### src/rtl/kwd_pkg.sv
package kwd_pkg;

  localparam int          PRE_W    = 6;
  localparam logic [2:0]  CHECK_OK = 3'b101;
  localparam logic [7:0]  KEY_ARM  = 8'h55;
  localparam logic [7:0]  KEY_FIRE = 8'hAA;

  typedef enum logic {
    KEY_IDLE  = 1'b0,
    KEY_ARMED = 1'b1
  } key_st_e;

  // Control word layout, MSB first.
  typedef struct packed {
    logic       to_irq;
    logic       halt;
    logic [2:0] chk;
    logic [2:0] psel;
  } ctrl_t;

  // Bits of the prescale stage that must all be one for a count step.
  function automatic logic [PRE_W-1:0] pre_mask(input logic [2:0] code);
    logic [PRE_W-1:0] m;
    m = '0;
    for (int i = 0; i < PRE_W; i++) begin
      if (i + 2 <= int'(code)) m[i] = 1'b1;
    end
    return m;
  endfunction

endpackage

### src/rtl/kwd_tick_gen.sv
module kwd_tick_gen
  import kwd_pkg::*;
#(
  parameter int BASE_DIV = 512
) (
  input  logic       clk_i,
  input  logic       rst_ni,
  input  logic       hold_i,
  input  logic       run_i,
  input  logic [2:0] psel_i,
  output logic       tick_o
);

  localparam int BW = (BASE_DIV > 1) ? $clog2(BASE_DIV) : 1;
  localparam logic [BW-1:0] BLAST = BW'(BASE_DIV - 1);

  logic [BW-1:0]    base_q;
  logic [PRE_W-1:0] pre_q;
  logic [PRE_W-1:0] mask;
  logic             base_tick;

  assign mask      = pre_mask(psel_i);
  assign base_tick = run_i && (base_q == BLAST);
  assign tick_o    = base_tick && ((pre_q & mask) == mask);

  always_ff @(posedge clk_i or negedge rst_ni) begin
    if (!rst_ni) begin
      base_q <= '0;
      pre_q  <= '0;
    end else if (hold_i) begin
      base_q <= '0;
      pre_q  <= '0;
    end else begin
      if (run_i) base_q <= (base_q == BLAST) ? '0 : base_q + 1'b1;
      if (base_tick) pre_q <= pre_q + 1'b1;
    end
  end

  // a stopped time base keeps its prescale phase
  p_prescale_frozen_r7: assert property (@(posedge clk_i) disable iff (!rst_ni)
    (!run_i && !hold_i) |=> $stable(pre_q))
    else $error("prescale stage moved while stopped");

endmodule

### src/rtl/kwd_key_fsm.sv
module kwd_key_fsm
  import kwd_pkg::*;
(
  input  logic       clk_i,
  input  logic       rst_ni,
  input  logic       hold_i,
  input  logic       key_wr_i,
  input  logic [7:0] key_i,
  output logic       clear_o
);

  key_st_e st_q;

  assign clear_o = key_wr_i && !hold_i && (key_i == KEY_FIRE) && (st_q == KEY_ARMED);

  always_ff @(posedge clk_i or negedge rst_ni) begin
    if (!rst_ni) begin
      st_q <= KEY_IDLE;
    end else if (hold_i) begin
      st_q <= KEY_IDLE;
    end else if (key_wr_i) begin
      if (key_i == KEY_ARM)       st_q <= KEY_ARMED;
      else if (key_i == KEY_FIRE) st_q <= KEY_IDLE;
    end
  end

  // a service clear consumes the arming
  p_clear_disarms_r3: assert property (@(posedge clk_i) disable iff (!rst_ni)
    clear_o |=> (st_q == KEY_IDLE))
    else $error("key logic still armed after clear");

  // a stray key value keeps the armed state
  p_stray_key_keeps_r3: assert property (@(posedge clk_i) disable iff (!rst_ni)
    (key_wr_i && !hold_i && key_i != KEY_ARM && key_i != KEY_FIRE) |=> $stable(st_q))
    else $error("stray key changed key state");

endmodule

### src/rtl/kwd_pulse_gen.sv
module kwd_pulse_gen #(
  parameter int WIDTH = 512
) (
  input  logic clk_i,
  input  logic rst_ni,
  input  logic trig_i,
  output logic pulse_no
);

  localparam int RW = $clog2(WIDTH + 1);
  localparam logic [RW-1:0] RLOAD = RW'(WIDTH);

  logic [RW-1:0] rem_q;
  logic          low_q;

  always_ff @(posedge clk_i or negedge rst_ni) begin
    if (!rst_ni) begin
      rem_q <= '0;
      low_q <= 1'b0;
    end else if (trig_i) begin
      rem_q <= RLOAD;
      low_q <= 1'b1;
    end else if (rem_q != '0) begin
      rem_q <= rem_q - 1'b1;
      low_q <= (rem_q != RW'(1));
    end
  end

  assign pulse_no = !low_q;

  // Cycles since the last trigger, saturating, for the width check.
  logic [RW:0] since_q;
  always_ff @(posedge clk_i or negedge rst_ni) begin
    if (!rst_ni)                      since_q <= '0;
    else if (trig_i)                  since_q <= '0;
    else if (since_q != (RW+1)'(WIDTH)) since_q <= since_q + 1'b1;
  end

  // pulse ends exactly WIDTH cycles after its trigger
  p_pulse_width_r5: assert property (@(posedge clk_i) disable iff (!rst_ni)
    $rose(pulse_no) |-> (since_q == (RW+1)'(WIDTH)))
    else $error("pulse width wrong");

  // a trigger always lowers the output next cycle
  p_trig_lowers_r5: assert property (@(posedge clk_i) disable iff (!rst_ni)
    trig_i |=> !pulse_no)
    else $error("trigger did not start pulse");

endmodule

### src/rtl/keyed_wdt.sv
module keyed_wdt
  import kwd_pkg::*;
#(
  parameter int CNT_W    = 8,
  parameter int BASE_DIV = 512,
  parameter int PULSE_W  = 512
) (
  input  logic             clk_i,
  input  logic             rst_ni,
  input  logic             wr_en_i,
  input  logic             wr_sel_i,
  input  logic [7:0]       wr_data_i,
  input  logic             clk_fail_i,
  output logic             wd_rst_no,
  output logic             wd_irq_no,
  output logic [CNT_W-1:0] count_o
);

  localparam logic [CNT_W-1:0] CNT_PRE_TOP = {{(CNT_W-1){1'b1}}, 1'b0};
  localparam ctrl_t CTRL_RST = '{to_irq: 1'b0, halt: 1'b0, chk: 3'b000, psel: 3'b000};

  ctrl_t            ctrl_q;
  ctrl_t            wr_word;
  logic [CNT_W-1:0] cnt_q;

  // Named internal events.
  logic hold;
  logic ctrl_wr;
  logic bad_check;
  logic good_ctrl;
  logic key_wr;
  logic run;
  logic tick;
  logic svc_clear;
  logic expire;
  logic rst_trig;
  logic irq_trig;

  assign wr_word   = ctrl_t'(wr_data_i);
  assign hold      = !wd_rst_no;
  assign ctrl_wr   = wr_en_i && !wr_sel_i && !hold;
  assign bad_check = ctrl_wr && (wr_word.chk != CHECK_OK);
  assign good_ctrl = ctrl_wr && (wr_word.chk == CHECK_OK);
  assign key_wr    = wr_en_i && wr_sel_i && !hold;
  assign run       = !ctrl_q.halt && !clk_fail_i && !hold;
  assign expire    = tick && (cnt_q == CNT_PRE_TOP) && !svc_clear;
  assign rst_trig  = bad_check || (expire && !ctrl_q.to_irq);
  assign irq_trig  = expire && ctrl_q.to_irq;

  always_ff @(posedge clk_i or negedge rst_ni) begin
    if (!rst_ni)        ctrl_q <= CTRL_RST;
    else if (hold)      ctrl_q <= CTRL_RST;
    else if (good_ctrl) ctrl_q <= wr_word;
  end

  kwd_tick_gen #(.BASE_DIV(BASE_DIV)) u_tick (
    .clk_i  (clk_i),
    .rst_ni (rst_ni),
    .hold_i (hold),
    .run_i  (run),
    .psel_i (ctrl_q.psel),
    .tick_o (tick)
  );

  kwd_key_fsm u_key (
    .clk_i    (clk_i),
    .rst_ni   (rst_ni),
    .hold_i   (hold),
    .key_wr_i (key_wr),
    .key_i    (wr_data_i),
    .clear_o  (svc_clear)
  );

  always_ff @(posedge clk_i or negedge rst_ni) begin
    if (!rst_ni)                cnt_q <= '0;
    else if (hold || svc_clear) cnt_q <= '0;
    else if (tick)              cnt_q <= cnt_q + 1'b1;
  end

  assign count_o = cnt_q;

  kwd_pulse_gen #(.WIDTH(PULSE_W)) u_rst_pulse (
    .clk_i    (clk_i),
    .rst_ni   (rst_ni),
    .trig_i   (rst_trig),
    .pulse_no (wd_rst_no)
  );

  kwd_pulse_gen #(.WIDTH(PULSE_W)) u_irq_pulse (
    .clk_i    (clk_i),
    .rst_ni   (rst_ni),
    .trig_i   (irq_trig),
    .pulse_no (wd_irq_no)
  );

  // bad check pattern forces the reset pulse
  p_bad_check_r6: assert property (@(posedge clk_i) disable iff (!rst_ni)
    bad_check |=> !wd_rst_no)
    else $error("bad check did not reset");

  // service clear empties the counter
  p_service_clears_r3: assert property (@(posedge clk_i) disable iff (!rst_ni)
    svc_clear |=> (count_o == '0))
    else $error("service clear missed");

  // expiry goes to the routed output
  p_expire_route_r4: assert property (@(posedge clk_i) disable iff (!rst_ni)
    expire |=> ($past(ctrl_q.to_irq) ? !wd_irq_no : !wd_rst_no))
    else $error("expiry pulse misrouted");

  // a failed clock freezes the counter
  p_stall_r8: assert property (@(posedge clk_i) disable iff (!rst_ni)
    (clk_fail_i && !svc_clear && !hold) |=> $stable(count_o))
    else $error("counter moved on failed clock");

  // the halt bit freezes the counter
  p_halt_r7: assert property (@(posedge clk_i) disable iff (!rst_ni)
    (ctrl_q.halt && !svc_clear && !hold) |=> $stable(count_o))
    else $error("counter moved while halted");

  // held at zero during the reset pulse
  p_hold_clears_r9: assert property (@(posedge clk_i) disable iff (!rst_ni)
    (!wd_rst_no && $past(!wd_rst_no)) |-> (count_o == '0))
    else $error("counter not held during reset pulse");

endmodule

### config.mk
export PLATFORM = sky130hd
export DESIGN_NAME = keyed_wdt
export DESIGN_NICKNAME = d
export VERILOG_FILES = /design/src/rtl/kwd_pkg.sv /design/src/rtl/kwd_tick_gen.sv /design/src/rtl/kwd_key_fsm.sv /design/src/rtl/kwd_pulse_gen.sv /design/src/rtl/keyed_wdt.sv
export SDC_FILE = /design/constraint.sdc
export NUM_CORES = 1
export LEC_CHECK = 0
export BUFFER_PORTS_ARGS = -buffer_cell sky130_fd_sc_hd__buf_2
export CORE_ASPECT_RATIO = 1.2
export CORE_MARGIN = 1
export CORE_UTILIZATION = 30
export DETAILED_ROUTE_END_ITERATION = 8
export SLEW_MARGIN = 20
export SYNTH_ARGS = -nofsm -noshare
export SYNTH_HDL_FRONTEND = slang
export SYNTH_SLANG_ARGS = --single-unit
### constraint.sdc
create_clock -name clk_i -period 3.35 [get_ports clk_i]
set_input_delay 0.1675 -clock clk_i [delete_from_list [all_inputs] [get_ports clk_i]]
set_output_delay 0.1675 -clock clk_i [all_outputs]
set_load 0.005 [all_outputs]
==> impl_results.md, run 1 <==
* RR Endpoint: u_irq_pulse.rem_q[1]
* Synth top area share at between 40 and 50%
* RSZ-0062 raised after global routing: no
* Setup Buffers After CTS at 0
* Diodes inserted at 0
* Top cells by count, synth: dfrtp_1, nor2_1, nand2_1
* Final Slew Violations at 0
* Min-delay worst type: input port to register
* Initial antenna violation count at 0
* Min Tclk post-route at 2870 ps
* Worst Hold End: ctrl_q[1]
* Leading area contributor after synthesis: dfrtp_1
* Synthesized cell area at 2850 µm²
* DR pass1 iterations at 4
* Outcome: completed
* # IOs at 23
* Clock buffer depth at 2
* Clock Latency Late Sink at 300 ps
* Main synth FF type: dfrtp_1
* GRT Total Usage at between 10% and 20%
* # Max-Cap Violations at 0
* Area Overhead vs Synth at 13.1%
* Slew @ Worst Pin at between 600 and 700 ps
* Clock transition at path regs at ~90 ps
* Largest net degree at the start of global routing at 34
* Clock Skew at roughly 5.5 ps
* Endpoint class of the critical path: register
* Global placer's final weighted congestion at 0.808
* Core Area at around 9000 µm²
* CP Class: register to register
* Max frequency at roughly 350 MHz
* Post-Syn Instances at just over 300
* Clk sink count at about 50
* Post-Route WL at 5.88 mm
* Worst-case reg-to-reg path depth at 11
* R2R Setup Slk at ~480 ps
* CTS Buf Count at 5
* CTS tree: built
* Critical path origin: u_tick.base_q[0]
* CP required at about 3500 ps
* Root buf cell: clkbuf_8
* Hold-fix buffers, CTS at 1
* Synth cell types at between 50 and 60
* Tcrit/Tclk final at a little under nine tenths
* CP Launch Type: register
* Via count at about 2.4k
* Post-synth EDFFs at 0
* Post-Syn Area per Cell at just over 9 µm²
* Number of synthesis warnings at 0
* Die height at 109 µm
* Final hold slack at 136 ps
* Final Hold Fails at 0
* Syn nets at about 330
* Post-synthesis sequential area ratio at around 45%
* Worst flop-to-flop path startpoint: u_tick.base_q[0]
* Share of synthesized registers carrying an async set or reset at 100%
* Core Rows at 38
* Share of layout cells above drive strength 1 at roughly 15%
* Gr ovfl total at 0
* Die area at 9910 µm²
* CTS resizes at 0
* Yosys reg bits at just over 50
* Number of global-route vias before repair at 2,265
* First-pass GRT wire length at between 10 and 15 mm
* Via density at 5.16
* Worst Path Max Fanout at 11
* Number of H-tree levels at 2
* Total Nets Final at approximately 360
* I/O Buffers at 22
* Count of final setup violators at 0
* Fillers at about 950
* Worst relative slew slack at about 59%
* DR DRC count at 0
* Initial core utilization at between 30% and 40%
* DR iter-0 viols at 71
* Arrival @ worst endpoint at about 3000 ps
* Max rail drop VDD at between 300 and 400 µV
* Routed WL per cell at between 10 and 15 µm
* Post-DP HPWL at between 4 and 5 mm
* Width of the die at between 90 and 100 µm
* LEAKAGE at between 1 and 1.5 nW
* Final ANT Viol Nets at 0
* Worst Hold Launch: wr_data_i[1]
* Most numerous cell in the Yosys netlist: dfrtp_1
* Pwr dens at about 400 nW/µm²
* Area contributors post-synth: dfrtp_1, nor2_1, o21ai_0
* Hold Path Depth at 3
* Setup_tns at 0 ps
-- sequential cells by signal, indices dropped and copies added (netlist names) --
name / flops
u_irq_pulse.rem_q: 10
u_tick.base_q: 9
u_irq_pulse.low_q: 1
u_rst_pulse.rem_q: 10
count_o: 8
u_rst_pulse.low_q: 1
ctrl_q: 5
u_tick.pre_q: 6
u_key.st_q: 1
-- layer usage --
metal | track usage [%] | part of all wire, %
met1 | 16.0 | 46
met4 | 4.42 | 1.5
met3 | 2.30 | 3.0
met2 | 22.3 | 49
met5 | 0 | 0
-- layout by cell type (no fill, tap or decap), drive strengths merged, types with 3 or more instances in the layout --
master / Yosys / routed
o31ai: 7 / 7
nor3: 4 / 4
xor2: 8 / 8
or4: 8 / 8
nand2: 26 / 26
nand2b: 4 / 4
clkbuf: 4 / 6
nor4b: 3 / 3
dfrtp: 51 / 51
o21ai: 24 / 24
mux2i: 3 / 3
nor3b: 3 / 3
nand4: 5 / 5
nand3: 19 / 19
xnor2: 6 / 6
nor4: 6 / 6
nor2b: 3 / 3
nand4b: 3 / 3
buf: 3 / 27
a21oi: 16 / 16
a211oi: 9 / 9
and3: 4 / 4
ha: 9 / 9
nor2: 39 / 39
nand3b: 3 / 3
inv: 16 / 16
-- worst max-delay path, stage by stage, from the launching register on --
cell	delay [ps]
dfrtp_1	400
ha_1	190
and3_1	190
and3_1	200
and3_1	170
ha_1	210
or3b_4	440
nor2_8	140
nand2_2	160
nor4b_1	350
buf_4	240
a211oi_1	60
-- power breakdown --
group          total (W)  internal [W]  switching (W)
combinational   0.000140     0.0000653      0.0000742
clock           0.000417      0.000219       0.000198
sequential      0.000737      0.000666      0.0000715
-- worst max-delay path by stage --
stage | to | slack [ps] | cells after the start
floorplan | count_o[5] | 710 | 11
global placement | u_irq_pulse.rem_q[1] | 600 | 11
detailed placement | u_irq_pulse.rem_q[1] | 490 | 11
CTS | u_irq_pulse.rem_q[1] | 470 | 11
global route | u_irq_pulse.rem_q[1] | 240 | 11
finish | u_irq_pulse.rem_q[1] | 480 | 11
-- metrics by stage --
step                      cell area (µm²)  worst slack, ps  power [W]  cells  utilization [%]
after CTS                            3230              466    0.00131    457             35.4
after global placement               3120              595   0.000886    449             34.1
final                                3230              479    0.00129    457             35.4
after floorplan                      2850              709   0.000828    309                -
after global routing                 3230              242    0.00137    457             35.4
after detailed placement             3120              491   0.000886    449             34.1
-- final cells by class --
class	count	area, µm²	share of cell area, %
tap	120	150	4.65
inverter	16	60.1	1.86
clock buffer	6	72.6	2.25
timing repair buffer	28	158	4.88
clock inverter	1	30.0	0.930
sequential	51	1280	39.5
multi-input combinational	235	1480	45.9
-- kinds of logic (layout without fill, tap and decap cells) --
| family | Yosys count | after routing | share of synthesized area [%] |
|---|---|---|---|
| AOI/OAI and AO/OA | 68 | 68 | 15.0 |
| adders and majority gates | 9 | 9 | 3.95 |
| muxes | 5 | 5 | 1.84 |
| xor gates and xnor gates | 14 | 14 | 4.30 |
| buffers and inverters | 23 | 51 | 3.38 |
| and+or+nand+nor | 139 | 139 | 26.8 |
| DFF | 51 | 51 | 44.7 |
Note: power is estimated with default switching activity, not from simulation.
==> run 2: changes to the inputs <==
Settings changed: CORE_MARGIN 1 to unset, REMOVE_ABC_BUFFERS set to 1.
==> impl_results.md, run 2 (synthesis results as in run 1) <==
* First-pass GRT wire length at 10.4 mm (+0.46%)
* Clock Skew at 7.58 ps (+2.07 ps)
* CP Class: register to register
* DR WL met3 at 143 µm (-20%)
* Gr ovfl total at 0 (unchanged)
* Share of layout cells above drive strength 1 at 14.8% (+0.25 points)
* Endpoint class of the critical path: register
* Commonest non-fill, non-tap cells in the layout: dfrtp_1, nor2_1, nand2_1, o21ai_0, buf_2
* LEAKAGE at 1.35 nW (-0.74%)
* I/O Buffers at 22 (unchanged)
* Most common cell after layout, fill and taps aside: dfrtp_1
* WL met1 at 2.58 mm (-5.5%)
* Pre-CTS setup slack at 502 ps (+10.6 ps)
* Max rail drop VDD at 298 µV (-5.5%)
* Worst Hold End: ctrl_q[1]
* Min-delay worst type: input port to register
* Crit-path slowest cell: or3b_4
* Post-DP HPWL at 4.20 mm (-0.29%)
* Register Area at 1280 µm² (unchanged)
* Core Area at 9130 µm² (unchanged)
* Critical path origin: u_tick.base_q[0]
* Count of final setup violators at 0 (unchanged)
* Final ANT Viol Nets at 0 (unchanged)
* Crit-path max cell delay at 440 ps (about the same)
* Post-Route WL at 5.72 mm (-2.7%)
* Hold Path Depth at 3 (unchanged)
* R2R Setup Slk at 470 ps (about the same)
* Top sig layer: met4
* Initial core utilization at 31.3% (unchanged)
* Via density at 5.10 (-1.1%)
* Max frequency at 348 MHz (-0.15%)
* Number of H-tree levels at 2 (unchanged)
* DR DRC count at 0 (unchanged)
* Final core utilization at 35.2% (-0.19 points)
* Worst-case reg-to-reg path depth at 11 (unchanged)
* CTS Buf Count at 5 (unchanged)
* CP Launch Type: register
* Final Hold Fails at 0 (unchanged)
* Pwr dens at 381 nW/µm² (-5.0%)
* CP required at 3590 ps (+60 ps)
* CTS tree: built
* Total Nets Final at 359 (unchanged)
* RR Endpoint: u_irq_pulse.low_q
* Final Slew Violations at 0 (unchanged)
* DR iter-0 viols at 107 (+51%)
* Met2 WL at 2.93 mm (+1.7%)
* Arrival @ worst endpoint at 3120 ps (+70 ps)
* RSZ-0062 raised after global routing: no
* Setup_tns at 0 ps (unchanged)
* Routed WL per cell at 12.5 µm (-2.9%)
* Final WS setup at 475 ps (-4.40 ps)
* Root buf cell: clkbuf_8
* Clk sink count at 51 (unchanged)
* Fillers at 949 (unchanged)
* Tcrit/Tclk final at 85.8% (+0.13 points)
* Worst Hold Launch: wr_data_i[1]
* Via count at 2,336 (-0.85%)
* Slew @ Worst Pin at 669 ps (+59.5 ps)
* Multi-input logic area at 1480 µm² (unchanged)
* Number of global-route vias before repair at 2,322 (+2.5%)
* Global placer's final weighted congestion at 0.785 (-2.9%)
* CP most frequent cell: and3_1
* GRT Total Usage at 12.8% (unchanged)
* Fin area at 3210 µm² (-0.54%)
* Clock buffer depth at 2 (unchanged)
* Worst Path Max Fanout at 11 (unchanged)
* Worst relative slew slack at 55.4% (-3.6 points)
* Core Rows at 38 (unchanged)
* Worst flop-to-flop path startpoint: u_tick.base_q[0]
* Largest net degree at the start of global routing at 30 (-12%)
* Die area at 9910 µm² (unchanged)
* # Max-Cap Violations at 0 (unchanged)
* Outcome: completed
* Clock transition at path regs at 90 ps (about the same)
* Diodes inserted at 0 (unchanged)
* Clock Latency Late Sink at 300 ps (about the same)
* Area Overhead vs Synth at 12.5%
* Die height at 109 µm (unchanged)
* Width of the die at 91.0 µm (unchanged)
* Cell Area, Placed at 3120 µm² (unchanged)
* Regs by FF count: u_irq_pulse.rem_q: 10 flops, u_rst_pulse.rem_q: 10 flops, u_tick.base_q: 9 flops
* Cell Chain, Critical Path: ha_1 > and3_1 > and3_1 > and3_1 > ha_1 > or3b_4 > nor2_8 > nand2_2 > nor4b_1 > buf_4 > nand4b_1
* DR pass1 iterations at 4 (unchanged)
* Min Tclk post-route at 2880 ps (+4.40 ps)
* # IOs at 23 (unchanged)
* Initial antenna violation count at 0 (unchanged)
-- run 2: power by group --
| part | total, W | internal, W | leakage [nW] | switching (W) |
|---|---|---|---|---|
| registers | 0.000736 | 0.000666 | 0.638 | 0.0000708 |
| logic | 0.000141 | 0.0000654 | 0.667 | 0.0000755 |
| clock network | 0.000345 | 0.000146 | 0.0412 | 0.000199 |
-- run 2: worst max-delay path by stage --
stage	slack [ps]	depth (start not counted)	to
finish	470	11	u_irq_pulse.low_q
floorplan	220	10	u_irq_pulse.low_q
global route	220	11	u_irq_pulse.low_q
global placement	590	11	u_irq_pulse.low_q
CTS	470	11	u_irq_pulse.low_q
detailed placement	500	11	u_irq_pulse.low_q
-- run 2: what timing repair did --
action                                  4_1_cts  5_1_grt
endpoints found under the setup margin        0        0
buffers inserted                              0        0
resized for setup                             0        0
hold buffers                                  1        0
hold endpoints to repair                     28        0
-- run 2: final cells by class --
cell class,count,share of cell area (%)
clock inverters,2,0.390
well taps,120,4.68
flip-flops and latches,51,39.8
repair buffers,28,4.91
multi-input cells,235,46.1
inverters,16,1.87
clock buffers,6,2.26
-- run 2: worst max-delay path, delay by kind of cell, from the launching register on --
family | cells | cell delay [ps]
buffers and inverters | 1 | 240
DFF | 1 | 390
adders and majority gates | 2 | 400
and+or+nand+nor | 8 | 1790
-- run 2: per-layer routing --
layer / track usage (%) / up-vias
li1: - / 1170
met1: 15.2 / 1142
met2: 23.5 / 19
met3: 2.51 / 5
met4: 3.63 / 0
met5: 0 / -
-- run 2: stage by stage --
step | hold WS (ps) | instances | power (W)
finish | 136 | 458 | 0.00122
global route | 135 | 458 | 0.00130
CTS | 132 | 458 | 0.00124
detailed placement | 248 | 449 | 0.000888
global placement | 246 | 449 | 0.000886
floorplan | -128 | 302 | 0.000829
